### src/rtl/tli_pkg.sv
package tli_pkg;
  localparam int REG_W  = 32;
  localparam int HI_LSB = 16;
  localparam int EN_W   = 3;
  localparam int EN_LOW  = 0;
  localparam int EN_HIGH = 1;

  // word addresses of the control/status words
  localparam int ADR_EN       = 0;
  localparam int ADR_VIOL     = 1;
  localparam int ADR_EVENT    = 2;
  localparam int ADR_CLEAR    = 3;
  localparam int ADR_MASK     = 4;
  localparam int ADR_LIM_BASE = 32;
endpackage

### src/rtl/tli_limit_bank.sv
module tli_limit_bank #(
  parameter int NUM_CH = 16,
  parameter int TW     = 12
) (
  input  logic                       clk,
  input  logic                       rst,
  input  logic [NUM_CH-1:0]          wr_sel,
  input  logic [TW-1:0]              wr_lo,
  input  logic [TW-1:0]              wr_hi,
  output logic [NUM_CH-1:0][TW-1:0]  lo_lim,
  output logic [NUM_CH-1:0][TW-1:0]  hi_lim
);
  for (genvar g = 0; g < NUM_CH; g++) begin : g_lim
    always_ff @(posedge clk) begin
      if (rst) begin
        lo_lim[g] <= '0;
        hi_lim[g] <= '0;
      end else if (wr_sel[g]) begin
        lo_lim[g] <= wr_lo;
        hi_lim[g] <= wr_hi;
      end
    end
  end
endmodule

### src/rtl/tli_chan.sv
module tli_chan #(
  parameter int TW = 12
) (
  input  logic          clk,
  input  logic          rst,
  input  logic          hit,
  input  logic [TW-1:0] temp,
  input  logic [TW-1:0] lo_lim,
  input  logic [TW-1:0] hi_lim,
  input  logic          clr_lo,
  input  logic          clr_hi,
  output logic          viol_lo,
  output logic          viol_hi,
  output logic          ev_lo,
  output logic          ev_hi
);
  logic below, above;

  always_comb begin
    below = $signed(temp) <= $signed(lo_lim);
    above = $signed(temp) >= $signed(hi_lim);
  end

  // live flags follow the latest sample of this channel
  always_ff @(posedge clk) begin
    if (rst) begin
      viol_lo <= 1'b0;
      viol_hi <= 1'b0;
    end else if (hit) begin
      viol_lo <= below;
      viol_hi <= above;
    end
  end

  // sticky event flags, held low while the clear bit is high
  always_ff @(posedge clk) begin
    if (rst)                 ev_lo <= 1'b0;
    else if (clr_lo)         ev_lo <= 1'b0;
    else if (hit && below)   ev_lo <= 1'b1;
  end

  always_ff @(posedge clk) begin
    if (rst)                 ev_hi <= 1'b0;
    else if (clr_hi)         ev_hi <= 1'b0;
    else if (hit && above)   ev_hi <= 1'b1;
  end
endmodule

### src/rtl/tli_irq_merge.sv
module tli_irq_merge #(
  parameter int NUM_CH = 16
) (
  input  logic              clk,
  input  logic              rst,
  input  logic              en_lo,
  input  logic              en_hi,
  input  logic [NUM_CH-1:0] ev_lo,
  input  logic [NUM_CH-1:0] ev_hi,
  input  logic [NUM_CH-1:0] viol_lo,
  input  logic [NUM_CH-1:0] viol_hi,
  input  logic [NUM_CH-1:0] mask_lo,
  input  logic [NUM_CH-1:0] mask_hi,
  output logic              irq
);
  logic any_lo, any_hi;

  always_comb begin
    any_lo = en_lo && |(ev_lo & viol_lo & ~mask_lo);
    any_hi = en_hi && |(ev_hi & viol_hi & ~mask_hi);
  end

  always_ff @(posedge clk) begin
    if (rst) irq <= 1'b0;
    else     irq <= any_lo || any_hi;
  end
endmodule

### src/rtl/thermal_limit_irq.sv
module thermal_limit_irq
  import tli_pkg::*;
#(
  parameter int NUM_CH = 16,
  parameter int TW     = 12,
  parameter int ADDR_W = 6,
  localparam int CHW   = (NUM_CH > 1) ? $clog2(NUM_CH) : 1
) (
  input  logic              clk,
  input  logic              rst,
  input  logic              smp_valid,
  input  logic [CHW-1:0]    smp_chan,
  input  logic [TW-1:0]     smp_temp,
  input  logic              reg_wr,
  input  logic              reg_rd,
  input  logic [ADDR_W-1:0] reg_addr,
  input  logic [REG_W-1:0]  reg_wdata,
  output logic [REG_W-1:0]  reg_rdata,
  output logic              irq
);
  localparam logic [ADDR_W-1:0] A_EN    = ADDR_W'(ADR_EN);
  localparam logic [ADDR_W-1:0] A_VIOL  = ADDR_W'(ADR_VIOL);
  localparam logic [ADDR_W-1:0] A_EVENT = ADDR_W'(ADR_EVENT);
  localparam logic [ADDR_W-1:0] A_CLEAR = ADDR_W'(ADR_CLEAR);
  localparam logic [ADDR_W-1:0] A_MASK  = ADDR_W'(ADR_MASK);

  function automatic logic [REG_W-1:0] join_halves(input logic [NUM_CH-1:0] lo,
                                                   input logic [NUM_CH-1:0] hi);
    logic [REG_W-1:0] w;
    w = '0;
    w[NUM_CH-1:0]       = lo;
    w[HI_LSB +: NUM_CH] = hi;
    return w;
  endfunction

  logic [EN_W-1:0]   en_q;
  logic [NUM_CH-1:0] clr_lo_q, clr_hi_q, mask_lo_q, mask_hi_q;
  logic [NUM_CH-1:0] viol_lo, viol_hi, ev_lo, ev_hi;
  logic [NUM_CH-1:0] lim_sel, lim_we, hit;
  logic [NUM_CH-1:0][TW-1:0] lo_lim, hi_lim;
  logic [REG_W-1:0]  viol_w, event_w, clr_w, mask_w, rd_mux;

  // one-hot decode of the limit words and of the sample channel
  for (genvar g = 0; g < NUM_CH; g++) begin : g_dec
    assign lim_sel[g] = (reg_addr == ADDR_W'(ADR_LIM_BASE + g));
    assign hit[g]     = smp_valid && (smp_chan == CHW'(g));
  end
  assign lim_we = lim_sel & {NUM_CH{reg_wr}};

  // control words
  always_ff @(posedge clk) begin
    if (rst) begin
      en_q      <= '0;
      clr_lo_q  <= '0;
      clr_hi_q  <= '0;
      mask_lo_q <= '1;
      mask_hi_q <= '1;
    end else if (reg_wr) begin
      case (reg_addr)
        A_EN: en_q <= reg_wdata[EN_W-1:0];
        A_CLEAR: begin
          clr_lo_q <= reg_wdata[NUM_CH-1:0];
          clr_hi_q <= reg_wdata[HI_LSB +: NUM_CH];
        end
        A_MASK: begin
          mask_lo_q <= reg_wdata[NUM_CH-1:0];
          mask_hi_q <= reg_wdata[HI_LSB +: NUM_CH];
        end
        default: ;
      endcase
    end
  end

  tli_limit_bank #(.NUM_CH(NUM_CH), .TW(TW)) i_bank (
    .clk    (clk),
    .rst    (rst),
    .wr_sel (lim_we),
    .wr_lo  (reg_wdata[TW-1:0]),
    .wr_hi  (reg_wdata[2*TW-1:TW]),
    .lo_lim (lo_lim),
    .hi_lim (hi_lim)
  );

  for (genvar g = 0; g < NUM_CH; g++) begin : g_ch
    tli_chan #(.TW(TW)) i_chan (
      .clk     (clk),
      .rst     (rst),
      .hit     (hit[g]),
      .temp    (smp_temp),
      .lo_lim  (lo_lim[g]),
      .hi_lim  (hi_lim[g]),
      .clr_lo  (clr_lo_q[g]),
      .clr_hi  (clr_hi_q[g]),
      .viol_lo (viol_lo[g]),
      .viol_hi (viol_hi[g]),
      .ev_lo   (ev_lo[g]),
      .ev_hi   (ev_hi[g])
    );
  end

  tli_irq_merge #(.NUM_CH(NUM_CH)) i_merge (
    .clk     (clk),
    .rst     (rst),
    .en_lo   (en_q[EN_LOW]),
    .en_hi   (en_q[EN_HIGH]),
    .ev_lo   (ev_lo),
    .ev_hi   (ev_hi),
    .viol_lo (viol_lo),
    .viol_hi (viol_hi),
    .mask_lo (mask_lo_q),
    .mask_hi (mask_hi_q),
    .irq     (irq)
  );

  assign viol_w  = join_halves(viol_lo, viol_hi);
  assign event_w = join_halves(ev_lo, ev_hi);
  assign clr_w   = join_halves(clr_lo_q, clr_hi_q);
  assign mask_w  = join_halves(mask_lo_q, mask_hi_q);

  always_comb begin
    rd_mux = '0;
    case (reg_addr)
      A_EN:    rd_mux = REG_W'(en_q);
      A_VIOL:  rd_mux = viol_w;
      A_EVENT: rd_mux = event_w;
      A_CLEAR: rd_mux = clr_w;
      A_MASK:  rd_mux = mask_w;
      default: begin
        for (int n = 0; n < NUM_CH; n++)
          if (lim_sel[n]) rd_mux = REG_W'({hi_lim[n], lo_lim[n]});
      end
    endcase
  end

  always_ff @(posedge clk) begin
    if (rst)         reg_rdata <= '0;
    else if (reg_rd) reg_rdata <= rd_mux;
  end
endmodule

### config.mk
export PLATFORM = sky130hd
export DESIGN_NAME = thermal_limit_irq
export DESIGN_NICKNAME = d
export VERILOG_FILES = /design/src/rtl/tli_pkg.sv /design/src/rtl/tli_limit_bank.sv /design/src/rtl/tli_chan.sv /design/src/rtl/tli_irq_merge.sv /design/src/rtl/thermal_limit_irq.sv
export SDC_FILE = /design/constraint.sdc
export NUM_CORES = 2
export LEC_CHECK = 0
export ABC_CLOCK_PERIOD_IN_PS = 2300
export BUFFER_PORTS_ARGS = -buffer_cell sky130_fd_sc_hd__buf_2
export CAP_MARGIN = 40
export CORE_UTILIZATION = 55
export DETAILED_ROUTE_END_ITERATION = 8
export HOLD_SLACK_MARGIN = 0.15
export PLACE_DENSITY_LB_ADDON = 0.3
export SYNTH_ARGS = -nofsm -noshare
export SYNTH_HDL_FRONTEND = slang
export SYNTH_SLANG_ARGS = --single-unit
### constraint.sdc
create_clock -name clk -period 2.3 [get_ports clk]
set_clock_uncertainty 0.15 [all_clocks]
set_input_delay 0.23 -clock clk [delete_from_list [all_inputs] [get_ports clk]]
set_output_delay 0.23 -clock clk [all_outputs]
set_load 0.005 [all_outputs]
==> impl_metrics.env <==
export IMPL_maxCapViolCount=0
export IMPL_crit_chain="mux4_2 > a22oi_1 > o21ai_0 > a221oi_1 > o21ai_0"
export IMPL_grt_pass1_wl_microns=207000
export IMPL_worst_slew_pin_slew_ns=0.799
export IMPL_start_util=0.559
export IMPL_crit_path_frequent_cell="o21ai_0"
export IMPL_final_nets=5153
export IMPL_worstPathArrival_ns=2.75
export IMPL_run_status="finished with violations"
export IMPL_row_count=90
export IMPL_mostFrequentLayoutCell="nand2_1"
export IMPL_grt_max_degree=76
export IMPL_slowest_delay_ns=0.55
export IMPL_globalplace_congestion=1.05
export IMPL_vias=35379
export IMPL_power_mw=23.0
export IMPL_die_x_microns=250
export IMPL_grt_ovfl_total=0
export IMPL_clk_latency_ns=0.65
export IMPL_yosysSeqAreaShare=0.324
export IMPL_postRouteAntennaNets=0
export IMPL_ir_worst_vdd_mv=0.636
export IMPL_drive_above_1_share=0.138
export IMPL_grt_pass1_vias=32720
export IMPL_syn_avg_cell_area_sq_um=7.61
export IMPL_netlist_cell_type_count=79
export IMPL_preCtsSetupSlack_ns=-0.364
export IMPL_cts_tree="built"
export IMPL_start_kind="register"
export IMPL_initialDrtViolationCount=4844
export IMPL_worstSetupPathType="register to register"
export IMPL_syn_num_nets=4889
export IMPL_ys_warn_count=0
export IMPL_final_cell_mix="nand2_1, a21oi_1, dfxtp_1"
export IMPL_globalRouteTotalUtil=0.440
export IMPL_fmax_mhz=417
export IMPL_pwr_density_cell_nw_per_um2=573
export IMPL_root_buffer="clkbuf_16"
export IMPL_cp_slowest_cell="a221oi_1"
export IMPL_hpwlAfterDp_microns=104000
export IMPL_avgRoutedWirePerCell_microns=25.5
export IMPL_finalCriticalPeriod_ns=2.40
export IMPL_cp_max_fo=3
export IMPL_htreeDepth=2
export IMPL_timing_final_ws_setup_ns=-0.0970
export IMPL_synth_enable_flop_cells=0
export IMPL_via_per_inst=6.38
export IMPL_area_delta_synth_final_pct=18.8
export IMPL_power_leakage_nw=14.7
export IMPL_clockBufferDepth=3
export IMPL_ys_ff_latch=548
export IMPL_cp_end_kind="register"
export IMPL_place_area_sq_um=37500
export IMPL_hold_path_class="input port to register"
export IMPL_antenna_found_initial=5
export IMPL_syn_area_sq_um=33800
export IMPL_finalHoldViolations=0
export IMPL_setup_viol=2
export IMPL_dieArea_sq_um=62500
export IMPL_drt_pass1_iter_count=8
export IMPL_portBuffers=91
export IMPL_period_share=1.04
export IMPL_tns_ns=-0.0977
export IMPL_grt_setup_unrepaired="true"
export IMPL_wirelength_microns=141000
export IMPL_worstPathRequired_ns=2.65
export IMPL_die_h_microns=250
export IMPL_coreArea_sq_um=60600
export IMPL_drv_slew=0
export IMPL_syn_inst=4446
export IMPL_cts_sinks=548
export IMPL_io_pins=92
export IMPL_violations="setup timing"
export IMPL_ys_flop_type="dfxtp_1"
export IMPL_clk_pin_slew_worst_paths_ns=0.07
export IMPL_cts_buffers=61
export IMPL_fill_cells=5195
export IMPL_maxSlewHeadroom=0.468
export IMPL_ys_async_sr_fraction=0
export IMPL_post_route_cell_area_sq_um=40200
export IMPL_drc_errors=0
[cells in the mapped netlist (all sizes together) (17+ instances only)]
cell	count	area [sq um]
nand2	1049	3940
a221oi	43	377
dfxtp	548	11000
o41ai	17	149
a31oi	34	213
a21oi	564	2820
nand4	52	325
inv	371	1390
o21ai	148	741
buf	110	643
a2111oi	49	435
nor2	159	617
o22ai	47	294
or4	17	128
nor4	27	184
o21a	17	128
nand3	36	180
a311oi	18	158
a21o	66	495
ha	384	4800
a211o	17	149
nor3	49	245
o221ai	18	158
nand3b	50	375
and3	18	113
nor2b	54	338
mux2i	52	521
clkbuf	188	706
mux4	19	428
a211oi	37	293
nand2b	22	138
a22oi	33	248
and2	20	125
[cell families (layout without fill, tap and decap cells)]
group | after synthesis | in the layout | synth area share
muxes | 82 | 82 | 0.0317
buffers and inverters | 670 | 981 | 0.0811
other | 0 | 2 | 0
AOI/OAI and AO/OA | 1176 | 1176 | 0.215
adders and majority gates | 384 | 384 | 0.142
and+or+nand+nor | 1586 | 1586 | 0.206
DFF | 548 | 548 | 0.324
[per-stage QoR]
stage,hold slack [ns],instances,util
floorplan,0.204,4446,-
CTS,0.196,5539,0.661
global route,0.237,5539,0.664
global placement,0.290,5388,0.619
finish,0.217,5541,0.664
detailed placement,0.290,5388,0.619
[metal layers]
| metal | global-route usage | part of all wire | vias to the layer above |
|---|---|---|---|
| li1 | - | - | 16032 |
| met1 | 0.596 | 0.40 | 16561 |
| met2 | 0.652 | 0.42 | 2311 |
| met3 | 0.0979 | 0.13 | 471 |
| met4 | 0.233 | 0.059 | 4 |
| met5 | 0 | 0.00018 | - |
[worst max-delay path: cells and delay by family (launching register included)]
kind | cells | cell delay [ns]
AOI/OAI and AO/OA | 4 | 1.27
DFF | 1 | 0.33
muxes | 1 | 0.49
[final timing paths]
check / endpoint / startpoint / slack, ns / cells after the start
worst max-delay path: reg_rdata[23] / i_bank.hi_lim[47] / -0.1 / 5
worst min-delay path: mask_hi_q[9] / reg_wdata[25] / 0.22 / 4
worst max register to register: reg_rdata[23] / i_bank.hi_lim[47] / -0.1 / 5
worst min register to register: g_ch[14].i_chan.ev_hi / clr_hi_q[14] / 0.30 / 1
[flip-flops by register name, indices dropped and copies added (netlist names)]
name	flops
reg_rdata	32
g_ch.i_chan.viol_lo	16
mask_lo_q	16
i_merge.irq	1
i_bank.hi_lim	192
clr_hi_q	16
mask_hi_q	16
i_bank.lo_lim	192
g_ch.i_chan.viol_hi	16
clr_lo_q	16
g_ch.i_chan.ev_hi	16
en_q	3
g_ch.i_chan.ev_lo	16
[repair_timing]
item	CTS	global route
endpoints found under the setup margin	4	23
resized for setup	9	37
hold endpoints to repair	519	0
gates cloned	0	0
setup buffers	1	0
pin swaps	5	3
hold buffers	40	0
[report_power, final]
group	switching, mW	leakage, nW	internal, mW
combinational	1.84	9.28	1.10
sequential	0.0885	4.43	9.57
clock	4.31	1.04	6.12
total	6.24	14.7	16.8
[cell type report]
cell class / count / area [sq um] / share of cell area
diodes: 2 / 5.00 / 0.000124
clock buffers: 81 / 1760 / 0.0438
clock inverters: 29 / 344 / 0.00855
inverters: 372 / 1400 / 0.0347
multi-input cells: 3228 / 20300 / 0.505
flip-flops and latches: 548 / 11000 / 0.273
well taps: 782 / 978 / 0.0243
repair buffers: 499 / 4440 / 0.110
Note: power is estimated with default switching activity, not from simulation.
